===== config.mk =====
export PLATFORM = sky130hd
export DESIGN_NAME = unit_timer_capture
export DESIGN_NICKNAME = d
export VERILOG_FILES = /design/src/rtl/utmr_pkg.sv /design/src/rtl/utmr_counter.sv /design/src/rtl/utmr_rise.sv /design/src/rtl/utmr_hold.sv /design/src/rtl/unit_timer_capture.sv
export SDC_FILE = /design/constraint.sdc
export NUM_CORES = 1
export LEC_CHECK = 0
export CORE_ASPECT_RATIO = 0.75
export CORE_MARGIN = 2
export CORE_UTILIZATION = 40
export CTS_BUF_LIST = sky130_fd_sc_hd__clkbuf_2
export CTS_CLUSTER_DIAMETER = 150
export DETAILED_ROUTE_END_ITERATION = 8
export DONT_BUFFER_PORTS = 1
export PLACE_DENSITY = 0.56
export SYNTH_ARGS = -nofsm -noshare
export SYNTH_HDL_FRONTEND = slang
export SYNTH_HIERARCHICAL = 1
export SYNTH_SLANG_ARGS = --single-unit

===== constraint.sdc =====
create_clock -name clk -period 6.22 [get_ports clk]
set_input_delay 0.622 -clock clk [delete_from_list [all_inputs] [get_ports clk]]
set_output_delay 0.622 -clock clk [all_outputs]
set_load 0.05 [all_outputs]

===== src/rtl/utmr_pkg.sv =====
package utmr_pkg;

  typedef enum logic [1:0] {
    SEL_CTRL   = 2'd0,
    SEL_PERIOD = 2'd1,
    SEL_COUNT  = 2'd2,
    SEL_CMD    = 2'd3
  } utmr_sel_e;

  // control word bit positions
  localparam int CTRL_EN_BIT     = 0;
  localparam int CTRL_HOLD_BIT   = 1;
  localparam int CTRL_RST_BIT    = 2;
  localparam int CTRL_FOLLOW_BIT = 3;
  localparam int CTRL_RELOAD_BIT = 4;
  localparam int CTRL_EXT_LSB    = 5;

  // command word bit positions
  localparam int CMD_HOLD_BIT = 0;
  localparam int CMD_CLR_BIT  = 1;

endpackage


===== src/rtl/utmr_counter.sv =====
module utmr_counter #(
  parameter int CNT_W = 32
) (
  input  logic             clk,
  input  logic             rst_n,
  input  logic             en,
  input  logic [CNT_W-1:0] period,
  input  logic             ld_en,
  input  logic [CNT_W-1:0] ld_val,
  input  logic             zero_req,
  output logic [CNT_W-1:0] cnt,
  output logic             match
);

  logic [CNT_W-1:0] cnt_q, cnt_d;
  logic             cnt_ce;

  always_comb begin
    match  = en && (cnt_q == period);
    cnt_ce = zero_req || en || ld_en;
    cnt_d  = cnt_q;
    if (zero_req) begin
      cnt_d = '0;
    end else if (en) begin
      cnt_d = match ? '0 : cnt_q + 1'b1;
    end else if (ld_en) begin
      cnt_d = ld_val;
    end
  end

  always_ff @(posedge clk or negedge rst_n) begin
    if (!rst_n) begin
      cnt_q <= '0;
    end else if (cnt_ce) begin
      cnt_q <= cnt_d;
    end
  end

  assign cnt = cnt_q;

endmodule


===== src/rtl/utmr_rise.sv =====
module utmr_rise #(
  parameter int NUM_EXT = 4
) (
  input  logic               clk,
  input  logic               rst_n,
  input  logic [NUM_EXT-1:0] flag_in,
  input  logic [NUM_EXT-1:0] flag_en,
  output logic [NUM_EXT-1:0] rise
);

  logic [NUM_EXT-1:0] prev_q;

  always_ff @(posedge clk or negedge rst_n) begin
    if (!rst_n) begin
      prev_q <= '0;
    end else begin
      prev_q <= flag_in;
    end
  end

  for (genvar g = 0; g < NUM_EXT; g++) begin : g_edge
    assign rise[g] = flag_en[g] && flag_in[g] && !prev_q[g];
  end

endmodule


===== src/rtl/utmr_hold.sv =====
module utmr_hold #(
  parameter int CNT_W = 32
) (
  input  logic             clk,
  input  logic             rst_n,
  input  logic             set_req,
  input  logic             match_cap,
  input  logic [CNT_W-1:0] pos_count,
  output logic             busy,
  output logic             fire,
  output logic [CNT_W-1:0] hold_value
);

  logic             busy_q, busy_d;
  logic [CNT_W-1:0] hold_q;

  always_comb begin
    busy_d = set_req;
    fire   = busy_q || match_cap;
  end

  always_ff @(posedge clk or negedge rst_n) begin
    if (!rst_n) begin
      busy_q <= 1'b0;
    end else begin
      busy_q <= busy_d;
    end
  end

  always_ff @(posedge clk or negedge rst_n) begin
    if (!rst_n) begin
      hold_q <= '0;
    end else if (fire) begin
      hold_q <= pos_count;
    end
  end

  assign busy       = busy_q;
  assign hold_value = hold_q;

endmodule


===== src/rtl/unit_timer_capture.sv =====
module unit_timer_capture
  import utmr_pkg::*;
#(
  parameter int CNT_W   = 32,
  parameter int NUM_EXT = 4
) (
  input  logic               clk,
  input  logic               rst_n,
  input  logic               wr_en,
  input  logic [1:0]         wr_sel,
  input  logic [CNT_W-1:0]   wr_data,
  input  logic [CNT_W-1:0]   pos_count,
  input  logic               idx_reset_evt,
  input  logic [NUM_EXT-1:0] ext_flag,
  output logic [CNT_W-1:0]   timer_count,
  output logic [CNT_W-1:0]   hold_value,
  output logic               hold_busy,
  output logic               event_flag,
  output logic               pos_reset_req
);

  localparam int CTRL_W = CTRL_EXT_LSB + NUM_EXT;

  logic [CTRL_W-1:0]  ctrl_q;
  logic [CNT_W-1:0]   period_q;
  logic               wr_ctrl, wr_period, wr_count, wr_cmd;
  logic               tmr_en, hold_on, reset_on, follow_idx, idx_reload;
  logic [NUM_EXT-1:0] ext_en, ext_rise;
  logic               idx_zero, match, hold_set, evt_clr, cap_fire;
  logic               evt_q, evt_d, rreq_q, rreq_d;

  always_comb begin
    wr_ctrl   = wr_en && (wr_sel == SEL_CTRL);
    wr_period = wr_en && (wr_sel == SEL_PERIOD);
    wr_count  = wr_en && (wr_sel == SEL_COUNT);
    wr_cmd    = wr_en && (wr_sel == SEL_CMD);
  end

  always_ff @(posedge clk or negedge rst_n) begin
    if (!rst_n) begin
      ctrl_q <= '0;
    end else if (wr_ctrl) begin
      ctrl_q <= wr_data[CTRL_W-1:0];
    end
  end

  always_ff @(posedge clk or negedge rst_n) begin
    if (!rst_n) begin
      period_q <= '0;
    end else if (wr_period) begin
      period_q <= wr_data;
    end
  end

  always_comb begin
    tmr_en     = ctrl_q[CTRL_EN_BIT];
    hold_on    = ctrl_q[CTRL_HOLD_BIT];
    reset_on   = ctrl_q[CTRL_RST_BIT];
    follow_idx = ctrl_q[CTRL_FOLLOW_BIT];
    idx_reload = ctrl_q[CTRL_RELOAD_BIT];
    ext_en     = ctrl_q[CTRL_EXT_LSB +: NUM_EXT];
    idx_zero   = follow_idx && idx_reload && idx_reset_evt;
    hold_set   = (wr_cmd && wr_data[CMD_HOLD_BIT]) || (|ext_rise);
    evt_clr    = wr_cmd && wr_data[CMD_CLR_BIT];
  end

  utmr_counter #(.CNT_W(CNT_W)) u_counter (
    .clk      (clk),
    .rst_n    (rst_n),
    .en       (tmr_en),
    .period   (period_q),
    .ld_en    (wr_count),
    .ld_val   (wr_data),
    .zero_req (idx_zero),
    .cnt      (timer_count),
    .match    (match)
  );

  utmr_rise #(.NUM_EXT(NUM_EXT)) u_rise (
    .clk     (clk),
    .rst_n   (rst_n),
    .flag_in (ext_flag),
    .flag_en (ext_en),
    .rise    (ext_rise)
  );

  utmr_hold #(.CNT_W(CNT_W)) u_hold (
    .clk        (clk),
    .rst_n      (rst_n),
    .set_req    (hold_set),
    .match_cap  (match && hold_on),
    .pos_count  (pos_count),
    .busy       (hold_busy),
    .fire       (cap_fire),
    .hold_value (hold_value)
  );

  // sticky flag: a set in the same cycle beats a clear
  always_comb begin
    evt_d  = match || (evt_q && !evt_clr);
    rreq_d = match && reset_on;
  end

  always_ff @(posedge clk or negedge rst_n) begin
    if (!rst_n) begin
      evt_q  <= 1'b0;
      rreq_q <= 1'b0;
    end else begin
      evt_q  <= evt_d;
      rreq_q <= rreq_d;
    end
  end

  assign event_flag    = evt_q;
  assign pos_reset_req = rreq_q;

endmodule


==> impl_metrics.yaml <==
critical_path:
  reg2reg_depth: 6
  cp.buffers_inverters: 0
  worstSetupPathType: "reg -> reg"
  r2r_slack_ns: 2.60
  critPathCaptureType: "flip-flop"
  crit_start: "u_counter/cnt[23]"
  cp_data_arrival_time_ns: 4.11
  critPathTopFamily: "simple AND/OR/NAND/NOR gates"
  worstPathCellList: "xnor2_1 -> nand4_1 -> nor4_1 -> nand3_1 -> nand2_1 -> o311ai_1"
  r2r-start: "u_counter/cnt[23]"
  crit_required_ns: 6.71
  critPathLaunchType: "flip-flop"
  slowest_delay_ns: 0.89
  cpMaxStageDelayCell: "nand2_1"
  crit_fanout: 20
  timing.rr.end: "u_counter/cnt[27]"
floorplan:
  rows: 38
  pin_count: 141
  fp.dieW_um: 144
  die_area_um2: 15800
  core_area_um2: 14500
  dieHeight_um: 109
  initial_core_util: 0.409
grt:
  grt_pass1_vias: 4203
  grt_pass1_wl_um: 24900
  grt.met2_usage: 0.307
  use_met1: 0.293
  grt_overflow_total: 0
  antenna_found_initial: 0
  top_usage_layer: "met2"
  met3_usage: 0.0852
  grt_max_degree: 113
  track_usage: 0.210
power:
  p_leak_nw: 2.52
  irDropWorstVdd_v: 0.000194
  power_per_cell_area_nw_per_um2: 477
place:
  gp_congestion: 0.988
  dp_hpwl_um: 11200
  place.port_buffers: 0
  dpl_cell_area_um2: 5980
  dp_cells: 688
  preCtsSetupSlack_ns: 2.75
logic_synthesis:
  syn-cell-area_um2: 5910
  syn_area_per_cell_um2: 11.3
  synth_nets: 597
  yosysWarnings: 6
  synth_cells: 522
timing:
  drv_slew: 0
  worst_slack_ns: 2.60
  whs_ns: 0.111
  period_minus_slack_ns: 3.62
  relSlewSlack: 0.228
  period_share: 0.582
  fin_tns_setup_ns: 0
  max_freq_mhz: 276
  rsz0062_at_grt: "no"
  worst_slew_pin_slew_ns: 1.15
  setup_viol: 0
  fin_skew_ns: 0.0236
  final_hold_viol_count: 0
cts:
  root_buffer: "clkbuf_2"
  cts_sinks: 112
  htreeDepth: 3
  cts_tree: "built"
  clkTransAtPathRegs_ns: 0.31
  cts_resized: 0
  clk_latency_ns: 0.60
  numCtsBuffers: 9
  clockBufferDepth: 2
  post_cts.repair.setup_buffers: 0
worst_hold_path:
  hp-start: "wr_sel[0]"
  hp-class: "in -> reg"
  holdPathStages: 2
  min_to: "u_hold/busy"
final_layout:
  diodes: 0
  fill_cells: 1382
  multiInputGateArea_um2: 2850
  fin_area_um2: 6170
  stdcell_count: 710
  synthToLayoutAreaGrowth_pct: 4.40
  seqCellArea_um2: 2800
  layout.nets: 580
  drive_above_1_share: 0.198
status:
  outcome: "finished, final reports clean"
route:
  dr.pass1.iters: 5
  wl_per_cell_um: 22.8
  num_vias: 4206
  wirelength_um: 16200
  drc_errors: 0
  final_antenna_net_count: 0
  viasPerCell: 5.92
  drtIter0Drc: 337
run:
  max-cap-violations: 0
routing by layer:
layer	up-vias	part of all wire
li1	1887	-
met1	2112	0.44
met2	192	0.44
met3	15	0.11
met4	0	0.012
met5	-	0
worst register-to-register path, cell delays in order, from the launching register on:
cell	delay (ns)
dfrtp_1	0.72
xnor2_1	0.54
nand4_1	0.15
nor4_1	0.29
nand3_1	0.72
nand2_1	0.89
o311ai_1	0.19
final cells by class:
class,count,area share
sequential,112,0.454
clock buffer,9,0.00730
inverter,11,0.00669
tap,200,0.0406
timing repair buffer,10,0.0174
multi-input combinational,361,0.462
clock inverter,7,0.0116
where the power goes:
group / total, mW / internal (mW) / switching [mW]
clock network: 0.346 / 0.0935 / 0.253
registers: 1.82 / 0.921 / 0.902
logic: 0.776 / 0.380 / 0.396
total: 2.95 / 1.39 / 1.55
how the worst max path moves through the flow:
stage	end	slack [ns]	depth (start not counted)
floorplan	u_hold/hold_value[26]	3.41	10
global placement	u_counter/cnt[5]	2.81	6
detailed placement	u_counter/cnt[5]	2.75	6
CTS	u_counter/cnt[5]	2.73	6
global route	u_counter/cnt[27]	2.38	6
finish	u_counter/cnt[27]	2.60	6
state kept, by name, indices dropped and copies added, names as in the netlist:
signal	cells
period_q	32
ctrl_q	9
event_flag	1
u_hold/hold_value	32
u_rise/prev_q	4
u_hold/busy	1
u_counter/cnt	32
pos_reset_req	1
what timing repair did:
item                                    in CTS  in global routing
endpoints found under the hold margin      116                  0
endpoints found under the setup margin       0                  0
hold buffers                                 6                  0
per-stage QoR:
| stage | power (mW) | util |
|---|---|---|
| after floorplan | 2.36 | - |
| final | 2.95 | 0.427 |
| after detailed placement | 2.58 | 0.414 |
| after global routing | 3.10 | 0.427 |
| after CTS | 2.95 | 0.427 |
| after global placement | 2.56 | 0.414 |
cell usage in the layout (no fill, tap or decap), types with 3 or more instances in the layout:
| cell type | count |
|---|---|
| and3_1 | 10 |
| a211oi_1 | 3 |
| nor2_1 | 25 |
| o31ai_1 | 8 |
| nor3_1 | 3 |
| a22oi_1 | 17 |
| nor4_1 | 7 |
| xnor2_1 | 32 |
| clkbuf_2 | 9 |
| a311oi_1 | 3 |
| mux2_2 | 42 |
| or4_1 | 3 |
| a21oi_1 | 4 |
| o21ai_0 | 10 |
| and2_1 | 4 |
| a31oi_1 | 4 |
| and3b_1 | 5 |
| dfrtp_1 | 112 |
| nand2_1 | 38 |
| buf_4 | 4 |
| o21ai_1 | 9 |
| o311ai_1 | 9 |
| dlygate4sd3_1 | 5 |
| inv_1 | 11 |
| xor2_1 | 5 |
| a22o_1 | 7 |
| nand4_1 | 31 |
| mux2_4 | 32 |
| nand3_1 | 16 |
No activity file was read; power rests on OpenSTA's default activity.
